`src/rtl/pfd_pkg.sv`:
```
package pfd_pkg;

  // Pending request held by the detector core.
  typedef enum logic [1:0] {
    PFD_IDLE = 2'b00,
    PFD_UP   = 2'b01,
    PFD_DN   = 2'b10
  } pfd_state_e;

  // Number of asynchronous inputs compared by the detector.
  localparam int PFD_NUM_INPUTS = 2;
  localparam int PFD_SIG_IDX    = 0;
  localparam int PFD_CMP_IDX    = 1;

endpackage

```
`src/rtl/pfd_edge_sync.sv`:
```
module pfd_edge_sync #(
  parameter int STAGES = 2
) (
  input  logic clk,
  input  logic rst,
  input  logic din,
  output logic rise
);

  logic [STAGES-1:0] chain;
  logic              last;

  // Synchronizer chain, one flop per stage.
  for (genvar i = 0; i < STAGES; i++) begin : g_stage
    if (i == 0) begin : g_first
      always_ff @(posedge clk) begin
        if (rst) chain[0] <= 1'b0;
        else     chain[0] <= din;
      end
    end else begin : g_next
      always_ff @(posedge clk) begin
        if (rst) chain[i] <= 1'b0;
        else     chain[i] <= chain[i-1];
      end
    end
  end

  always_ff @(posedge clk) begin
    if (rst) last <= 1'b0;
    else     last <= chain[STAGES-1];
  end

  // Single-cycle pulse on a synchronized low-to-high transition.
  assign rise = chain[STAGES-1] & ~last;

endmodule

```
`src/rtl/pfd_core.sv`:
```
module pfd_core
  import pfd_pkg::*;
(
  input  logic       clk,
  input  logic       rst,
  input  logic       set_up,
  input  logic       set_dn,
  output pfd_state_e state
);

  logic       want_up;
  logic       want_dn;
  pfd_state_e state_nxt;

  always_comb begin
    want_up = (state == PFD_UP) | set_up;
    want_dn = (state == PFD_DN) | set_dn;
    // Both requests pending: the shared clear cancels them together.
    unique case ({want_up, want_dn})
      2'b10:   state_nxt = PFD_UP;
      2'b01:   state_nxt = PFD_DN;
      default: state_nxt = PFD_IDLE;
    endcase
  end

  always_ff @(posedge clk) begin
    if (rst) state <= PFD_IDLE;
    else     state <= state_nxt;
  end

endmodule

```
`src/rtl/pfd_drive.sv`:
```
module pfd_drive
  import pfd_pkg::*;
(
  input  logic       clk,
  input  logic       rst,
  input  pfd_state_e state,
  output logic       drive_en,
  output logic       drive_level,
  output logic       up_o,
  output logic       dn_o
);

  logic src;
  logic snk;

  assign src = (state == PFD_UP);
  assign snk = (state == PFD_DN);

  always_ff @(posedge clk) begin
    if (rst) begin
      drive_en    <= 1'b0;
      drive_level <= 1'b0;
      up_o        <= 1'b0;
      dn_o        <= 1'b0;
    end else begin
      drive_en    <= src | snk;
      drive_level <= src;
      up_o        <= src;
      dn_o        <= snk;
    end
  end

endmodule

```
`src/rtl/pfd_tristate.sv`:
```
module pfd_tristate
  import pfd_pkg::*;
#(
  parameter int SYNC_STAGES = 2
) (
  input  logic clk,
  input  logic rst,
  input  logic sig_in,
  input  logic cmp_in,
  output logic drive_en,
  output logic drive_level,
  output logic up,
  output logic dn
);

  logic [PFD_NUM_INPUTS-1:0] raw_in;
  logic [PFD_NUM_INPUTS-1:0] rise_vec;
  logic                      sig_rise;
  logic                      cmp_rise;
  pfd_state_e                state;

  assign raw_in[PFD_SIG_IDX] = sig_in;
  assign raw_in[PFD_CMP_IDX] = cmp_in;

  for (genvar ch = 0; ch < PFD_NUM_INPUTS; ch++) begin : g_in
    pfd_edge_sync #(.STAGES(SYNC_STAGES)) u_sync (
      .clk  (clk),
      .rst  (rst),
      .din  (raw_in[ch]),
      .rise (rise_vec[ch])
    );
  end

  assign sig_rise = rise_vec[PFD_SIG_IDX];
  assign cmp_rise = rise_vec[PFD_CMP_IDX];

  pfd_core u_core (
    .clk    (clk),
    .rst    (rst),
    .set_up (sig_rise),
    .set_dn (cmp_rise),
    .state  (state)
  );

  pfd_drive u_drive (
    .clk         (clk),
    .rst         (rst),
    .state       (state),
    .drive_en    (drive_en),
    .drive_level (drive_level),
    .up_o        (up),
    .dn_o        (dn)
  );

endmodule

```
`config.mk`:
```
export PLATFORM = sky130hd
export DESIGN_NAME = pfd_tristate
export DESIGN_NICKNAME = d
export VERILOG_FILES = /design/src/rtl/pfd_pkg.sv /design/src/rtl/pfd_edge_sync.sv /design/src/rtl/pfd_core.sv /design/src/rtl/pfd_drive.sv /design/src/rtl/pfd_tristate.sv
export SDC_FILE = /design/constraint.sdc
export NUM_CORES = 1
export LEC_CHECK = 0
export CAP_MARGIN = 15
export CORE_AREA = 5 5 42 44
export DETAILED_ROUTE_END_ITERATION = 10
export DIE_AREA = 0 0 47 49
export DONT_BUFFER_PORTS = 1
export MAX_ROUTING_LAYER = met4
export PLACE_DENSITY_LB_ADDON = 0.15
export SYNTH_ARGS = -nofsm -noshare
export SYNTH_HDL_FRONTEND = slang
export SYNTH_HIERARCHICAL = 1
export SYNTH_SLANG_ARGS = --single-unit
export TNS_END_PERCENT = 5
```
`constraint.sdc`:
```
create_clock -name clk -period 1.05 [get_ports clk]
set_input_delay 0.21 -clock clk [delete_from_list [all_inputs] [get_ports clk]]
set_output_delay 0.21 -clock clk [all_outputs]
set_load 0.005 [all_outputs]
```
==> results_dict.tcl, run 1 <==
set metrics [dict create \
    status "completed" \
    drive_gt1_share_pct 25.64 \
    synth_cell_types 11 \
    critPathMaxFanout 2 \
    arrival_ps 1170 \
    fmax_mhz 992.5 \
    r2r_cells 3 \
    p_leak_nw 0.1777 \
    via_per_inst 3.836 \
    n_antenna_cell 0 \
    cts_setup_buffers 0 \
    final_cell_mix "10 x dfxtp_1, 8 x nor2b_1, 4 x inv_1, 3 x clkbuf_4, 3 x dlygate4sd3_1" \
    grt_antenna_before_repair 0 \
    drtIter0Drc 2 \
    hold_violations 0 \
    relSlewSlack_pct 80.71 \
    path_clk_slew_ps 70 \
    ys_seq_area_share_pct 58.28 \
    vdd_drop_max_v 0.0007828 \
    grt_max_degree 8 \
    r2r-start "g_in[1].u_sync/chain[1]" \
    slew_viol_final 0 \
    grt_first_pass_wirelength_um 841 \
    drc 0 \
    drtPass1Iterations 2 \
    rows 14 \
    critical_path_required_ps 1210 \
    final_nets 46 \
    fin_skew_ps 4.858 \
    end_kind "flip-flop" \
    drt_wl_total_um 542 \
    worstSetupPathType "reg -> reg" \
    synthCells 33 \
    post_drt_wl_per_cell_um 9.855 \
    cap_violations 0 \
    syn_nets 39 \
    fin_hold_ws_ps 13.30 \
    synth_area_um2 377.9 \
    syn_area_per_cell_um2 11.45 \
    final_common_cell "dfxtp_1" \
    p_total_mw 0.7694 \
    rsz0062_at_grt "false" \
    track_usage_pct 5.652 \
    cts_tree "built" \
    die_h_um 49 \
    htree_levels 1 \
    core_um2 1401 \
    hold_path_class "in -> reg" \
    overflow 0 \
    pwr_density_cell_nw_per_um2 1708 \
    io_pins 8 \
    syn2layout_area_growth_pct 19.21 \
    worst_pin_slew_ps 288.3 \
    ys_ff_latch 11 \
    post-route-period-util_pct 95.96 \
    rr_endpoint "u_core/state[1]" \
    design.die.area_um2 2303 \
    post-route-min-period_ps 1008 \
    ant_nets 0 \
    grt_pass1_vias 204 \
    timing.hold.worst.start "rst" \
    io_buffers 0 \
    vias 211 \
    dpl_cell_area_um2 390.4 \
    dp_hpwl_um 333.3 \
    gp_congestion 0.6692 \
    hold_depth 1 \
    clock_sinks 11 \
    start_util_pct 26.96 \
    worstSkewPairLatency_ps 270 \
    numCtsBuffers 3 \
    regToRegSetupSlack_ps 40 \
    cts_buffer_depth 2 \
    die_w_um 47 \
    min_to "u_core/state[1]" \
    finalInstanceArea_um2 450.4 \
    root_buffer "clkbuf_4" \
    setup_viol 0 \
    startpoint_type "flip-flop" \
    tns_ps 0 \
    yosysWarnings 6 \
]
## flip-flops by register name (all words and copies together), names as in the netlist
signal,count
u_core/state,2
u_drive/up_o,1
g_in.u_sync/last,2
u_drive/drive_en,1
g_in.u_sync/chain,4
u_drive/dn_o,1
## cells by family (layout without fill, tap and decap cells)
| kind of cell | Yosys count | in the layout | share of synthesized area (%) |
|---|---|---|---|
| adders and majority gates | 4 | 4 | 12.25 |
| buffers and inverters | 5 | 11 | 5.960 |
| DFF | 11 | 11 | 58.28 |
| and+or+nand+nor | 13 | 13 | 23.51 |
## layout make-up
cell class	instances	area (um2)
Fill cell	160	950.9
Clock inverter	1	5.005
Clock buffer	3	22.52
Multi-Input combinational cell	17	136.4
Timing Repair Buffer	3	30.03
Tap cell	16	20.02
Inverter	4	15.01
Sequential cell	11	221.5
## synthesized netlist by cell type
master,n,share of area [%]
nor2b_1,8,13
ha_1,2,6.6
nor3_2,1,2.6
maj3_2,1,3.0
dfxtp_1,11,58
nor2b_2,2,4.6
nor2_1,1,0.99
nor3b_1,1,2.0
maj3_1,1,2.6
buf_4,1,2.0
inv_1,4,4.0
## what timing repair did
action / in CTS / in global routing
endpoints found under the hold margin: 7 / 2
endpoints found under the setup margin: 1 / 0
hold buffers: 1 / 2
resized for setup: 2 / 0
## routing by layer
layer	GRT usage [%]	wire length (um)
met5	-	0
met4	1.382	0
met3	6.642	68
met2	6.335	214
met1	6.444	259
## worst max path at each step
| stage | from | slack (ps) | end |
|---|---|---|---|
| floorplan | g_in[1].u_sync/chain[1] | 50 | u_core/state[1] |
| global placement | g_in[1].u_sync/chain[1] | 20 | u_core/state[1] |
| detailed placement | g_in[1].u_sync/chain[1] | 10 | u_core/state[1] |
| CTS | g_in[1].u_sync/chain[1] | 30 | u_core/state[1] |
| global route | g_in[1].u_sync/chain[1] | 0.5 | u_core/state[1] |
| finish | g_in[1].u_sync/chain[1] | 40 | u_core/state[1] |
## critical path, cell delays in order (launching register included)
cell and delay [ps]:
dfxtp_2 320, nor2b_2 150, maj3_2 300, nor3b_1 130
## power breakdown
group / switching, mW / internal, mW / total [mW] / leakage [nW]
Sequential: 0.00828 / 0.434 / 0.443 / 0.0904
Clock: 0.140 / 0.141 / 0.281 / 0.0177
Combinational: 0.0190 / 0.0269 / 0.0459 / 0.0696
## per-stage QoR
step / util (%) / worst slack, ps / cells
2_1_floorplan: - / 46.59 / 33
3_3_place_gp: 27.86 / 15.80 / 48
3_5_place_dp: 27.86 / 10.67 / 48
4_1_cts: 30.71 / 31.65 / 53
5_1_grt: 32.14 / 0.4996 / 55
6_report: 32.14 / 42.40 / 55
Power figures use the tool's default switching activity.
==> inputs of run 2 (changes only) <==
--- a/config.mk
+++ b/config.mk
@@ -7,11 +7,13 @@
 export LEC_CHECK = 0
 export CAP_MARGIN = 15
 export CORE_AREA = 5 5 42 44
+export CTS_CLUSTER_SIZE = 16
 export DETAILED_ROUTE_END_ITERATION = 10
 export DIE_AREA = 0 0 47 49
 export DONT_BUFFER_PORTS = 1
 export MAX_ROUTING_LAYER = met4
 export PLACE_DENSITY_LB_ADDON = 0.15
+export REMOVE_ABC_BUFFERS = 1
 export SYNTH_ARGS = -nofsm -noshare
 export SYNTH_HDL_FRONTEND = slang
 export SYNTH_HIERARCHICAL = 1
==> run 2 against run 1 <==
Net effect: clock skew down 1.2 ps; first-iteration DRC count increased by 100%; clock-buffer cell count rose by 1; sequential cell count unchanged; sequential share of layout area fell by 0.27 points; worst setup slack better by 5.8 ps; power increased by 0.22%; sequential power is essentially flat.
==> results_dict.tcl, run 2 (synthesis gave the netlist of run 1 again) <==
set metrics [dict create \
    crit_start "g_in[1].u_sync/chain[1]" \
    vdd_drop_max_v 0.0005893 \
    drive_gt1_share_pct 28.21 \
    regToRegSetupSlack_ps 50 \
    crit_chain "nor2b_2 -> maj3_2 -> nor3b_1" \
    path_delay_family "flip-flops" \
    track_usage_pct 6.372 \
    via_per_inst 4.091 \
    dp_hpwl_um 354.4 \
    pwr_density_cell_nw_per_um2 1693 \
    slew_viol_final 0 \
    top_register "g_in.u_sync/chain" \
    min_to "g_in[1].u_sync/last" \
    rsz0062_at_grt "true" \
    setup_viol 0 \
    p_leak_nw 0.1767 \
    slowest_stage "dfxtp_2" \
    rows 14 \
    crit_buf_inv 0 \
    cap_violations 0 \
    grt_max_degree 7 \
    hold_path_class "in -> reg" \
    end_kind "flip-flop" \
    critPathMaxFanout 2 \
    numCtsBuffers 3 \
    syn2layout_area_growth_pct 20.53 \
    arrival_ps 1160 \
    crit_path_max_incr_delay_ps 310 \
    io_buffers 0 \
    largestRegisters "g_in.u_sync/chain (4), g_in.u_sync/last (2), u_core/state (2)" \
    fin_skew_ps 3.653 \
    vias 225 \
    dpl_cell_area_um2 390.4 \
    drtPass1Iterations 3 \
    fin_hold_ws_ps 12.95 \
    grt_first_pass_wirelength_um 952 \
    final_common_cell "dfxtp_1" \
    n_antenna_cell 0 \
    cts_tree "built" \
    grt_antenna_before_repair 0 \
    path_clk_slew_ps 70 \
    grt_pass1_vias 240 \
    largest_reg_flops 4 \
    core_um2 1401 \
    status "completed" \
    die_h_um 49 \
    finalInstanceArea_um2 455.4 \
    r2r-start "g_in[1].u_sync/chain[1]" \
    htree_levels 1 \
    clock_sinks 11 \
    post_drt_wl_per_cell_um 10.36 \
    worstSkewPairLatency_ps 260 \
    critical_path_required_ps 1210 \
    startpoint_type "flip-flop" \
    r2r_cells 3 \
    drtIter0Drc 4 \
    design.die.area_um2 2303 \
    start_util_pct 26.96 \
    gp_congestion 0.6414 \
    timing.hold.worst.start "rst" \
    final_nets 46 \
    post-route-min-period_ps 1002 \
    final_cell_mix "9 x dfxtp_1, 8 x nor2b_1, 3 x clkbuf_4, 3 x dlygate4sd3_1, 3 x inv_1" \
    hold_depth 1 \
    relSlewSlack_pct 81.70 \
    fmax_mhz 998.2 \
    rr_endpoint "u_core/state[1]" \
    drc 0 \
    ant_nets 0 \
    worstSetupPathType "reg -> reg" \
    io_pins 8 \
    hold_violations 0 \
    worst_pin_slew_ps 273.7 \
    drt_wl_total_um 570 \
    root_buffer "clkbuf_4" \
    die_w_um 47 \
    overflow 0 \
    post-route-period-util_pct 95.41 \
    cts_buffer_depth 2 \
]
==> run 2: what timing repair did <==
item	CTS	global route
hold endpoints to repair	6	3
hold buffers	2	1
resized for setup	2	3
buffers inserted	0	0
setup endpoints to repair	1	1
==> run 2: worst register-to-register path: stages (launching register included) <==
cell	delay, ps
dfxtp_2	310
nor2b_2	150
maj3_2	300
nor3b_1	130
==> run 2: final cells by class <==
type / count / area [um2]
sequential: 11 / 222.7
timing repair buffer: 3 / 30.03
clock buffer: 4 / 26.28
inverter: 4 / 15.01
multi-input combinational: 17 / 141.4
tap: 16 / 20.02
fill: 157 / 945.9
==> run 2: where the power goes <==
part | switching [mW] | internal, mW
sequential | 0.00898 | 0.435
clock | 0.133 | 0.147
combinational | 0.0190 | 0.0281
total | 0.161 | 0.610
==> run 2: per-layer routing <==
| metal | share of wire [%] | global-route usage [%] |
|---|---|---|
| met5 | 0 | - |
| met4 | 0 | 2.765 |
| met3 | 15 | 6.273 |
| met1 | 37 | 5.322 |
| met2 | 47 | 9.276 |
==> run 2: through the flow <==
stage | setup TNS (ps) | utilization, % | power, mW | std cells | setup WS [ps]
final | 0 | 32.50 | 0.7711 | 55 | 48.16
after global routing | -3.695 | 32.50 | 0.8193 | 55 | -2.415
after CTS | 0 | 31.34 | 0.7804 | 54 | 33.16
after detailed placement | 0 | 27.86 | 0.4831 | 48 | 2.958
after global placement | 0 | 27.86 | 0.4809 | 48 | 21.71
after floorplan | 0 | - | 0.4771 | 32 | 46.59
==> run 2: worst max-delay path by stage <==
| stage | slack, ps | cells after the start | end |
|---|---|---|---|
| final | 50 | 3 | u_core/state[1] |
| after global routing | -2 | 3 | u_core/state[1] |
| after CTS | 30 | 4 | u_core/state[0] |
| after detailed placement | 3 | 3 | u_core/state[1] |
| after global placement | 20 | 3 | u_core/state[1] |
| after floorplan | 50 | 3 | u_core/state[1] |
==> inputs of run 3 (changes only) <==
--- a/config.mk
+++ b/config.mk
@@ -5,6 +5,7 @@
 export SDC_FILE = /design/constraint.sdc
 export NUM_CORES = 1
 export LEC_CHECK = 0
+export ABC_AREA = 1
 export CAP_MARGIN = 15
 export CORE_AREA = 5 5 42 44
 export CTS_CLUSTER_SIZE = 16
==> run 3 against run 2 <==
Net effect: clock power rose by 2%; non-clock buffer count fell by 2; clock skew rose by 2.7 ps; sequential power barely moved; sequential share of layout area rose by 2.1 points; register-to-register slack improved by 140 ps; combinational power fell by 18%; critical path depth fell by 1; global-route usage rose by 0.072 points; worst hold slack improved by 22 ps.
==> results_dict.tcl, run 3 <==
set metrics [dict create \
    syn_area_per_cell_um2 8.119 \
    cts_resized 0 \
    fin_hold_ws_ps 34.70 \
    io_pins 8 \
    synth_top_cell_area_share_pct 57.70 \
    yosysMostFrequentCell "nor2_1" \
    grt_antenna_before_repair 0 \
    fmax_mhz 1155 \
    io_buffers 0 \
    pwr_density_cell_nw_per_um2 1773 \
    ys_seq_area_share_pct 57.70 \
    n_antenna_cell 0 \
    fin_skew_ps 6.340 \
    timing.hold.worst.start "cmp_in" \
    netlist_top_cells_area "dfxtp_1 58%, nor2_1 15%, inv_1 12%, ha_1 6.6%, nand2_1 3.0%" \
    min_to "g_in[1].u_sync/chain[0]" \
    final_nets 58 \
    grt_pass1_vias 228 \
    cts_setup_buffers 0 \
    startpoint_type "primary input" \
    drtPass1Iterations 4 \
    largest_reg_flops 4 \
    p_total_mw 0.7652 \
    final_common_cell "nor2_1" \
    async_flop_share_pct 0 \
    post_drt_wl_per_cell_um 7.448 \
    cts_tree "built" \
    status "completed" \
    drc 0 \
    die_h_um 49 \
    root_buffer "clkbuf_4" \
    yosysWarnings 6 \
    critPathMaxFanout 9 \
    drtIter0Drc 7 \
    clock_sinks 11 \
    p_leak_nw 0.2058 \
    fillers 163 \
    rows 14 \
    grt_max_degree 10 \
    r2r_cells 3 \
    path_delay_family "buffers and inverters" \
    crit_chain "dlygate4sd3_1 -> nor2_1" \
    largestRegisters "g_in.u_sync/chain (4), g_in.u_sync/last (2), u_core/state (2)" \
    hold_buffers 1 \
    drt_wl_total_um 499 \
    die_w_um 47 \
    arrival_ps 1010 \
    synthFlopType "dfxtp_1" \
    core_um2 1401 \
    synth_edf_count 0 \
    overflow 0 \
    vdd_drop_max_v 0.0007558 \
    slew_viol_final 0 \
    rr_endpoint "u_drive/drive_en" \
    grt_first_pass_wirelength_um 938 \
    end_kind "flip-flop" \
    synth_cell_types 9 \
    numCtsBuffers 3 \
    synthCells 47 \
    syn2layout_area_growth_pct 13.11 \
    synth_top_area_cell "dfxtp_1" \
    setup_viol 0 \
    relSlewSlack_pct 78.85 \
    via_per_inst 3.582 \
    drive_gt1_share_pct 9.804 \
    ant_nets 0 \
    r2r-start "u_core/state[0]" \
    worst_pin_slew_ps 316.1 \
    cap_violations 0 \
    post-route-period-util_pct 82.49 \
    design.die.area_um2 2303 \
    dp_hpwl_um 357.2 \
    gp_congestion 0.6343 \
    ys_ff_latch 11 \
    regToRegSetupSlack_ps 190 \
    critical_path_required_ps 1200 \
    rsz0062_at_grt "false" \
    vias 240 \
    post-route-min-period_ps 866.1 \
    crit_path_max_incr_delay_ps 720 \
    hold_depth 2 \
    start_util_pct 27.23 \
    synth_area_um2 381.6 \
    hold_path_class "in -> reg" \
    crit_buf_inv 1 \
    htree_levels 1 \
    final_cell_mix "15 x nor2_1, 12 x inv_1, 11 x dfxtp_1, 3 x clkbuf_4, 3 x nand2_1" \
    worstSkewPairLatency_ps 270 \
    synthTopCellsByCount "15 x nor2_1, 12 x inv_1, 11 x dfxtp_1" \
    track_usage_pct 6.445 \
    cts_buffer_depth 2 \
    worstSetupPathType "in -> reg" \
    hold_violations 0 \
    top_register "g_in.u_sync/chain" \
    path_clk_slew_ps 70 \
    tns_ps 0 \
    slowest_stage "dlygate4sd3_1" \
]
-- run 3: cell types whose count changed after synthesis, moves of 2 or more --
cell     before  now
inv_1         4   12
nand2_1       0    3
nor2_1        1   15
nor2b_1       8    0
nor2b_2       2    0
-- run 3: cell families after synthesis --
kind of cell	synth area share, %
AND/OR/NAND/NOR	19.01
buffers and inverters	14.75
flip-flops	57.70
adder cells (fa/ha/maj)	6.556
AO/OA/AOI/OAI	1.968
-- run 3: layer usage --
metal | share of wire (%) | GRT usage [%] | vias to the layer above
li1 | - | - | 138
met1 | 45 | 5.543 | 92
met2 | 42 | 8.371 | 8
met3 | 10 | 6.642 | 2
met4 | 1.8 | 4.147 | 0
met5 | 0 | - | -
-- run 3: how the worst max path moves through the flow --
stage / slack [ps] / startpoint / to / cells past startpoint
after floorplan: 250 / u_core/state[0] / u_drive/drive_en / 3
after global placement: 220 / u_core/state[0] / u_drive/drive_en / 3
after detailed placement: 210 / u_core/state[0] / u_drive/drive_en / 3
after CTS: 170 / rst / u_drive/up_o / 2
after global routing: 130 / rst / g_in[0].u_sync/chain[0] / 2
final: 180 / rst / u_drive/dn_o / 2
-- run 3: through the flow --
stage               utilization (%)  worst slack [ps]  std cells  area (um2)
detailed placement            28.13             215.0         62       394.1
global placement              28.13             221.2         62       394.1
CTS                           30.80             171.6         67       431.7
global route                  30.80             128.3         67       431.7
floorplan                         -             245.9         46       374.1
finish                        30.80             183.9         67       431.7
-- run 3: final cells by class --
cell class | count | area, um2 | share of cell area (%)
flip-flops and latches | 11 | 220.2 | 51.01
multi-input cells | 22 | 105.1 | 24.35
inverters | 13 | 48.80 | 11.30
clock buffers | 3 | 22.52 | 5.217
well taps | 16 | 20.02 | 4.638
repair buffers | 1 | 10.01 | 2.319
clock inverters | 1 | 5.005 | 1.159
-- run 3: worst register-to-register path, delay by kind of cell (launching register included) --
kind          cells  cell delay (ps)
flops             1              370
fa+ha+maj         1              280
simple gates      1               90
buf+inv           1               60
-- run 3: where the power goes --
part / leakage [nW] / internal, mW / switching [mW]
combinational: 0.0980 / 0.0161 / 0.0224
sequential: 0.0900 / 0.434 / 0.00819
clock: 0.0177 / 0.141 / 0.144
